--- src/rtl/chain_byte_repeater.sv ---
module chain_byte_repeater #(
  parameter int OS        = 4,
  parameter int POST_WAIT = 4
) (
  input  logic       clk,
  input  logic       rst_n,
  input  logic       rx_in,
  input  logic [1:0] status_clr,
  output logic       tx_out,
  output logic       rx_valid,
  output logic [7:0] rx_data,
  output logic       rx_sof,
  output logic       perr_flag,
  output logic       tag_flag
);
  localparam int SW = $clog2(OS);
  localparam int OW = $clog2(OS + 1);
  localparam int CW = $clog2(2 * OS);
  localparam int PW = $clog2(POST_WAIT + 1);
  localparam logic [SW-1:0] HALF_LAST = SW'(OS - 1);
  localparam logic [OW-1:0] VOTE_THR  = OW'(OS / 2);
  localparam logic [CW-1:0] TX_MID    = CW'(OS);
  localparam logic [CW-1:0] TX_LAST   = CW'(2 * OS - 1);
  localparam logic [PW-1:0] POST_LAST = PW'(POST_WAIT - 1);
  localparam logic [3:0]    E_SOF     = 4'd2;
  localparam logic [3:0]    E_FLAG    = 4'd11;

  typedef enum logic [1:0] {S_IDLE, S_LEAD, S_BITS, S_TAIL} st_t;

  st_t           st;
  logic [SW-1:0] samp;
  logic [OW-1:0] ones, vote;
  logic          half, h0, rx_q, err, inb;
  logic [3:0]    elem;
  logic [PW-1:0] pcnt;
  logic [7:0]    dat;
  logic          sof_r;
  logic          tx_on, tx_a, tx_b, tx_post;
  logic [CW-1:0] tx_cnt;

  logic half_end, hv, bit_ok, bit_v, flag_out;
  logic ld, ld_a, ld_b, ld_post, kill, perr_set, tag_set;

  assign vote     = ones + OW'(rx_in);
  assign half_end = (st != S_IDLE) && (samp == HALF_LAST);
  assign hv       = vote > VOTE_THR;
  assign bit_ok   = h0 ^ hv;
  assign bit_v    = h0 & bit_ok;
  assign flag_out = err | ~bit_ok | bit_v;

  always_comb begin
    ld = 1'b0; ld_a = 1'b0; ld_b = 1'b0; ld_post = 1'b0; kill = 1'b0;
    if (half_end) begin
      if (st == S_LEAD && hv) begin
        ld = 1'b1; ld_b = 1'b1;
      end else if (st == S_BITS && half) begin
        if (elem < E_SOF) begin
          if (bit_ok && !bit_v) begin ld = 1'b1; ld_b = 1'b1; end
          else kill = 1'b1;
        end else if (elem == E_FLAG) begin
          ld = 1'b1; ld_a = flag_out; ld_b = ~flag_out; ld_post = 1'b1;
        end else begin
          ld = 1'b1; ld_a = bit_v; ld_b = ~bit_v;
        end
      end
    end
  end

  assign tag_set  = half_end && st == S_BITS && half && elem == E_FLAG && bit_v;
  assign perr_set = kill
                  | (half_end && st == S_BITS && half && elem == E_FLAG && (err | ~bit_ok))
                  | (half_end && st == S_TAIL && !hv && pcnt == POST_LAST);

  always_ff @(posedge clk) begin
    if (!rst_n) begin
      st <= S_IDLE; samp <= '0; ones <= '0; half <= 1'b0; h0 <= 1'b0;
      rx_q <= 1'b0; err <= 1'b0; inb <= 1'b0; elem <= '0; pcnt <= '0;
      dat <= '0; sof_r <= 1'b0; rx_valid <= 1'b0;
    end else begin
      rx_q     <= rx_in;
      rx_valid <= 1'b0;
      if (st == S_IDLE) begin
        if (rx_in && !rx_q) begin
          st <= S_LEAD; samp <= SW'(1); ones <= OW'(1);
        end
      end else begin
        if (half_end) begin samp <= '0; ones <= '0; end
        else begin samp <= samp + SW'(1); ones <= vote; end
      end
      if (half_end) begin
        case (st)
          S_LEAD: begin
            if (hv) begin
              st <= S_BITS; half <= 1'b0; elem <= '0; err <= 1'b0; inb <= 1'b0;
            end else st <= S_IDLE;
          end
          S_BITS: begin
            if (!half) begin
              h0 <= hv; half <= 1'b1;
            end else begin
              half <= 1'b0;
              elem <= elem + 4'd1;
              if (elem < E_SOF) begin
                if (kill) st <= S_IDLE;
              end else if (elem == E_FLAG) begin
                inb <= bit_v; err <= err | ~bit_ok; st <= S_TAIL; pcnt <= '0;
              end else if (elem == E_SOF) begin
                sof_r <= bit_v; err <= err | ~bit_ok;
              end else begin
                dat <= {bit_v, dat[7:1]}; err <= err | ~bit_ok;
              end
            end
          end
          S_TAIL: begin
            if (hv) begin
              st <= S_IDLE; rx_valid <= ~err & ~inb;
            end else if (pcnt == POST_LAST) st <= S_IDLE;
            else pcnt <= pcnt + PW'(1);
          end
          default: ;
        endcase
      end
    end
  end

  always_ff @(posedge clk) begin
    if (!rst_n) begin
      perr_flag <= 1'b0; tag_flag <= 1'b0;
    end else begin
      perr_flag <= perr_set | (perr_flag & ~status_clr[0]);
      tag_flag  <= tag_set  | (tag_flag  & ~status_clr[1]);
    end
  end

  always_ff @(posedge clk) begin
    if (!rst_n) begin
      tx_on <= 1'b0; tx_a <= 1'b0; tx_b <= 1'b0; tx_cnt <= '0; tx_post <= 1'b0;
    end else if (kill) begin
      tx_on <= 1'b0; tx_post <= 1'b0;
    end else if (ld) begin
      tx_on <= 1'b1; tx_a <= ld_a; tx_b <= ld_b; tx_cnt <= '0; tx_post <= ld_post;
    end else if (tx_on) begin
      if (tx_cnt == TX_LAST) begin
        if (tx_post) begin
          tx_a <= 1'b1; tx_b <= 1'b0; tx_cnt <= '0; tx_post <= 1'b0;
        end else tx_on <= 1'b0;
      end else tx_cnt <= tx_cnt + CW'(1);
    end
  end

  assign tx_out  = tx_on & ((tx_cnt < TX_MID) ? tx_a : tx_b);
  assign rx_data = dat;
  assign rx_sof  = sof_r;

  assert_sync_abort_R3: assert property (@(posedge clk) disable iff (!rst_n)
    kill |=> !tx_out);
  assert_single_strobe_R4: assert property (@(posedge clk) disable iff (!rst_n)
    rx_valid |=> !rx_valid);
  assert_flag_forwarded_R6: assert property (@(posedge clk) disable iff (!rst_n)
    tag_set |=> tx_out);
  assert_tagged_not_delivered_R6: assert property (@(posedge clk) disable iff (!rst_n)
    rx_valid |-> !inb);
  assert_perr_hold_R9: assert property (@(posedge clk) disable iff (!rst_n)
    (perr_flag && !status_clr[0]) |=> perr_flag);
  assert_tag_hold_R9: assert property (@(posedge clk) disable iff (!rst_n)
    (tag_flag && !status_clr[1]) |=> tag_flag);
endmodule

--- config.mk ---
export PLATFORM = sky130hd
export DESIGN_NAME = chain_byte_repeater
export DESIGN_NICKNAME = d
export VERILOG_FILES = /design/src/rtl/chain_byte_repeater.sv
export SDC_FILE = /design/constraint.sdc
export NUM_CORES = 1
export LEC_CHECK = 0
export CORE_MARGIN = 2
export CORE_UTILIZATION = 40
export CTS_CLUSTER_DIAMETER = 50
export DETAILED_ROUTE_END_ITERATION = 16
export GPL_TIMING_DRIVEN = 1
export PLACE_DENSITY = 0.57
export SYNTH_ARGS = -nofsm -noshare
export SYNTH_HDL_FRONTEND = slang
export SYNTH_SLANG_ARGS = --single-unit
--- constraint.sdc ---
create_clock -name clk -period 3.5 [get_ports clk]
set_input_delay 0.7 -clock clk [delete_from_list [all_inputs] [get_ports clk]]
set_output_delay 0.7 -clock clk [all_outputs]
set_load 0.02 [all_outputs]
* Word level (Yosys, flattened, before mapping)
Cells that the tools add are included.
** Storage, ports and cells
- Output and inout port bits :: 13
- Register bits after elaboration :: 38
- Latch bits :: 0
- Memory bits (writable) :: 0
- Bits in read-only memories :: 0
- Input bits :: 5
- Memories kept :: 0
** Cells by class
- Add/sub/neg operators :: 5
- Muxes and demuxes :: 81
- Multipliers :: 0
- Shift-type cells :: 0
- Divide/modulo/power cells :: 0
- Bitwise gates (word level) :: 25
- Eq/ne operators :: 16
- $lt $le $gt $ge :: 3
- Reductions and logical operators :: 36
** Operators with widths (count)
- 1-bit two-way mux :: 48
- 3-bit two-way mux :: 12
- 2-bit two-way mux :: 13
- 6-bit AND reduction :: 3
- 1-bit logical AND :: 13
- 1-bit inverter :: 13
- 4-bit AND reduction :: 3
- 2-bit nonzero test :: 6
- 2-bit != test (second input constant) :: 5
- 3-bit AND reduction :: 3
- 4-bit two-way mux :: 2
- 4-bit one-hot mux with 2 select lines :: 1
- 7-bit AND reduction :: 1
- 3-bit by 1-bit adder with 3-bit output (second input constant) :: 2
- 2-bit == test (second input constant) :: 3
- 1-bit bitwise OR :: 6
- 1-bit one-hot mux with 2 select lines :: 3
- 2-bit one-hot mux with 3 select lines :: 1
- 3-bit one-hot mux with 2 select lines :: 1
- 1-bit bitwise AND :: 5
- 5-bit AND reduction :: 1
- 4-bit by 1-bit adder with 4-bit output (second input constant) :: 1
- 4-bit by 2-bit == test with 1-bit output (second input constant) :: 1
- 4-bit == test (second input constant) :: 1
- 15 further kinds :: 18

* Longest topological paths before layout
- Depth in word-level cells :: 16
- Gate-level depth with buffers :: 11

* Worst setup path after synthesis
No wires, ideal clock.
- Path kind :: input to register
- Start :: input port rx_in
- End :: register tx_on
- Slack :: 0.608 ns
- Path buffers :: 0
- Cell stages on the path :: 11
- Required time :: 3.385 ns
- Setup time :: 0.115 ns
- Data arrival time :: 2.778 ns
- Cell sequence :: ha_1 ha_1 xnor2_1 and2_2 inv_1 ha_1 nor4_1 nor2_1 a21oi_1 a311oi_1 and2_1
** Between the ends
- Cells in the longest elaborated chain, start to end :: 12
- Elaborated cells between the ends (all ways) :: 19
- Those cells by class :: add/sub (1); order compare (1); mux (11); bitwise (2); reduce/logical (4)
** RTL lines
- from (decl) :: line 7 : input logic rx_in,
- 3-bit by 1-bit adder with 3-bit output * :: line 44 : assign vote = ones + OW'(rx_in);
- 3-bit by 2-bit greater-than comparator with 1-bit output * :: line 46 : assign hv = vote > VOTE_THR;
- named net hv :: line 41 : logic half_end, hv, bit_ok, bit_v, flag_out;
- 1-bit bitwise XOR :: line 47 : assign bit_ok = h0 ^ hv;
- 1-bit bitwise AND :: line 48 : assign bit_v = h0 & bit_ok;
- 1-bit logical NOT :: line 58 : if (bit_ok && !bit_v) begin ld = 1'b1; ld_b = 1'b1; end
- 1-bit logical AND :: line 58
- 1-bit two-way mux :: line 58
- 1-bit two-way mux :: line 57 : if (elem < E_SOF) begin
- 1-bit two-way mux :: line 56 : end else if (st == S_BITS && half) begin
- 1-bit two-way mux :: line 54 : if (st == S_LEAD && hv) begin
- 1-bit two-way mux :: line 53 : if (half_end) begin
- 1-bit two-way mux or 2-bit OR reduction (tied branches)
- to (signal assigned) :: line 139 : tx_on <= 1'b0; tx_post <= 1'b0;
- to (signal assigned) :: line 141 : tx_on <= 1'b1; tx_a <= ld_a; tx_b <= ld_b; tx_cnt <= '0; tx_post <= ld_post;
- to (signal assigned) :: line 146 : end else tx_on <= 1'b0;
- to (decl) :: line 38 : logic tx_on, tx_a, tx_b, tx_post;
Mark *: on every way through the listed nets, which the timed path passes. The rest lies on a longest branch.
A chain may end at the register's enable or synchronous reset.

* Final worst setup path
- Start :: input port rx_in
- End :: register tx_a
** Between the ends
- Cells in the longest elaborated chain, start to end :: 13
- Elaborated cells between the ends (all ways) :: 31
- Those cells by class :: add/sub (1); order compare (1); mux (16); bitwise (6); reduce/logical (7)
** RTL lines
- 3-bit by 1-bit adder with 3-bit output * :: line 44
- 3-bit by 2-bit greater-than comparator with 1-bit output * :: line 46
- named net hv :: line 41
- 1-bit bitwise XOR :: line 47
- 1-bit bitwise AND :: line 48
- 1-bit logical NOT :: line 58
- 1-bit logical AND :: line 58
- 1-bit two-way mux :: line 58
- 1-bit two-way mux :: line 57
- 1-bit two-way mux :: line 56
- 1-bit two-way mux :: line 54
- 1-bit two-way mux :: line 53
- 2-bit nonzero test (no line) or 1-bit inverter (tied branches)
- 4-bit AND reduction (no line)
- to (signal assigned) :: line 137 : tx_on <= 1'b0; tx_a <= 1'b0; tx_b <= 1'b0; tx_cnt <= '0; tx_post <= 1'b0;
- to (signal assigned) :: line 141
- to (signal assigned) :: line 145 : tx_a <= 1'b1; tx_b <= 1'b0; tx_cnt <= '0; tx_post <= 1'b0;
- to (decl) :: line 38
Marks and branches as above.

==> metrics list <==
* Leakage power total: 0.803 nW
- Root Driver: clkbuf_8
* Mean area per synthesized cell: 8.63 µm²
- Peak fanout along the critical path: 4
- Clock tree skew after final layout: 0.00646 ns
- Number of buffers created by CTS: 5
- STA classifies the critical path endpoint as a flop.
- Nets@finish: 255
- Async S/R FF share, synth: 0%
* Vert. Die Dim: 73.0 µm
- The clock passes through at most 2 buffers.
- In the synthesized netlist the dominant register cell turns out to be dfxtp_1.
- Clock-pin slew was measured on the worst setup and hold paths at 0.07 ns.
* Unrepaired setup endpoints after global routing: false
- For this run, the detailed router's first-pass iteration total came to 4.
* Share of synthesized area occupied by flip-flops and latches: 39.9%
* Worst hold path endpoint: pcnt[2]$_SDFFE_PN0P_
* Hold violation total from the final report: 0
* DPL Wire Length: 2730 µm
* Peak supply drop: 237 µV
- The initial antenna violation count was 0.
* Vias in the first global route: 1421
- The floorplan step defined a core boundary enclosing 4660 µm².
* CTS H-tree depth: 2
* Clock Sinks: 38
* Number of synthesized register bits: 38
* Reg2reg path depth: 10
- Buffers added to address setup during post-CTS repair amount to 0.
- Dividing total power by cell area gives a power density of 384 nW/µm².
- Total gr overflow: 0
* Peak clock frequency supported by timing: 337 MHz
- Actual transition at the worst max-transition pin: 0.732 ns
- Mapped cell area: 1910 µm²
- Entering global routing, the biggest net connects 23 pins.
- Time the final worst path needs with I/O delays and setup: 2.97 ns
- The worst hold path passes through 2 cells.
* Global-route wire length before repair: 6530 µm
- Number of nets in the synthesized netlist: 237
- During placement, the flow inserted port buffers numbering 17.
- Average routed wire per standard cell: 13.1 µm
* Hold/Removal Path Class: reg -> reg
* Area growth from synthesis to layout: 17.5%
- Ratio of cells with drive above 1 in the final layout: 9.58%
* Starting DRT DRC Count: 93
- The critical path is of the in -> reg type.
- At the worst endpoint, the arrival time is 3.16 ns.
- DRC: 0
* Diodes inserted: 0
* Number of resized instances in the post-cts repair step: 0
- Worst skew pair latency: 0.29 ns
- In this run, post-CTS hold repair placed 0 buffers.
* Number of vias after detailed routing: 1557
- The final layout contains routed wiring with a total length of 3840 µm.
* Top-level port count: 18
- Overall die area: 5340 µm²
- Post-route fraction of the period consumed by the critical path: 84.9%
- The worst setup path is launched from an input port.
* Number of flops mapped to enable cells by yosys: 0
* Synthesized netlist cell count: 221
- Worst hold start: pcnt[2]$_SDFFE_PN0P_
* Capture instance of the worst register-to-register path: tx_a$_SDFFE_PN0P_
- Across the run, the number of max-cap violations was 0.
- Initial core utilization: 40.9%
* TritonCTS clock tree: yes
* Via density: 5.30
* Slew headroom: 51.1%
* Remaining antenna violation count: 0
- The floorplan has 25 rows.
- Worst hold slack: 0.463 ns
* Cell Count Post-Placement: 286
- Number of library cell types mapped by synthesis: 43
* Total number of yosys warnings: 0
- For flop-to-flop paths, the worst setup slack is 1.08 ns.
* DIE WIDTH: 73.0 µm
- Final weighted congestion in routability-driven placement: 0.765
- The number of pins with negative max-slew slack in the final report was 0.
* Status: completed
- Number of standard cells in the final layout excluding fillers: 294
* FF-to-FF Start: ones[0]$_SDFFE_PN0P_
- GRT Resource Usage Total: 15.8%
- Setup violations remaining at the end of the flow were counted as 0.
* Setup total negative slack: 0 ns
- Required time of the critical path: 3.68 ns
## synthesized netlist by cell type, drive strengths merged (5+ instances only)
library cell / number / area (µm²)
dfxtp: 38 / 761
nand2: 20 / 82.6
inv: 13 / 48.8
ha: 11 / 138
nor3: 6 / 41.3
mux2i: 14 / 140
nand3: 6 / 30.0
buf: 5 / 31.3
a21oi: 14 / 70.1
nor2: 30 / 113
o21ai: 11 / 55.1
clkbuf: 6 / 23.8
## registers in the layout, indices dropped and copies added, names as in the netlist, 2 cells and up
register / cells
elem: 4
tx_cnt: 3
pcnt: 3
st: 2
rx_data: 8
samp: 2
ones: 3
## critical path, stage by stage
cell	delay, ns
clkdlybuf4s50_1	0.42
ha_1	0.21
ha_1	0.21
xnor2_1	0.18
and2_2	0.18
inv_1	0.05
ha_1	0.19
or4_1	0.43
nor2_1	0.22
a21oi_1	0.09
o221a_2	0.27
## layer usage
| layer | vias to the layer above | part of all wire [%] | track usage (%) |
|---|---|---|---|
| li1 | 808 | - | - |
| met4 | 0 | 1.6 | 5.56 |
| met5 | - | 0 | 0 |
| met1 | 721 | 52 | 21.9 |
| met2 | 23 | 42 | 23.3 |
| met3 | 5 | 3.9 | 4.56 |
## layout by cell type (no fill, tap or decap), types with 6 or more instances in the layout
cell type,synthesis,final
nand3_1,6,6
ha_1,11,11
inv_1,12,12
a21oi_1,14,14
dfxtp_1,38,38
nor2_1,30,30
o21ai_0,11,11
clkdlybuf4s50_1,0,17
nand2_1,19,19
mux2i_1,14,14
## cell families after synthesis
kind of cell	Yosys count	synth area share, %
AND/OR/NAND/NOR	87	23.1
AO/OA/AOI/OAI	43	15.2
flip-flops	38	39.9
buffers and inverters	24	5.45
multiplexers	14	7.35
adder cells (fa/ha/maj)	11	7.22
XOR/XNOR	4	1.84
## power breakdown
group | internal (W) | switching (W)
registers | 0.000437 | 0.00000560
clock network | 0.000212 | 0.000158
logic | 0.0000194 | 0.0000286
## per-stage QoR
stage	power [W]	utilization (%)	worst slack (ns)	area (µm²)
finish	0.000861	48.1	0.529	2240
global placement	0.000501	45.6	0.245	2130
CTS	0.000872	48.1	0.516	2240
floorplan	0.000485	-	0.608	1910
detailed placement	0.000501	45.6	0.213	2130
global route	0.000896	48.1	0.333	2240
## layout make-up
class / instances / area, µm²
fillers: 471 / 2420
clock buffers: 5 / 68.8
repair buffers: 22 / 208
multi-input cells: 159 / 1040
flip-flops and latches: 38 / 761
clock inverters: 3 / 45.0
inverters: 13 / 48.8
well taps: 54 / 67.6
## how the worst max path moves through the flow
| stage | startpoint | end | slack (ns) |
|---|---|---|---|
| CTS | rx_in | tx_a$_SDFFE_PN0P_ | 0.52 |
| finish | rx_in | tx_a$_SDFFE_PN0P_ | 0.53 |
| global route | rx_in | tx_cnt[0]$_SDFFE_PN0P_ | 0.33 |
| global placement | rx_in | tx_a$_SDFFE_PN0P_ | 0.25 |
| floorplan | rx_in | tx_on$_SDFF_PP0_ | 0.61 |
| detailed placement | rx_in | tx_a$_SDFFE_PN0P_ | 0.21 |
(Power assumes the default switching activity.)
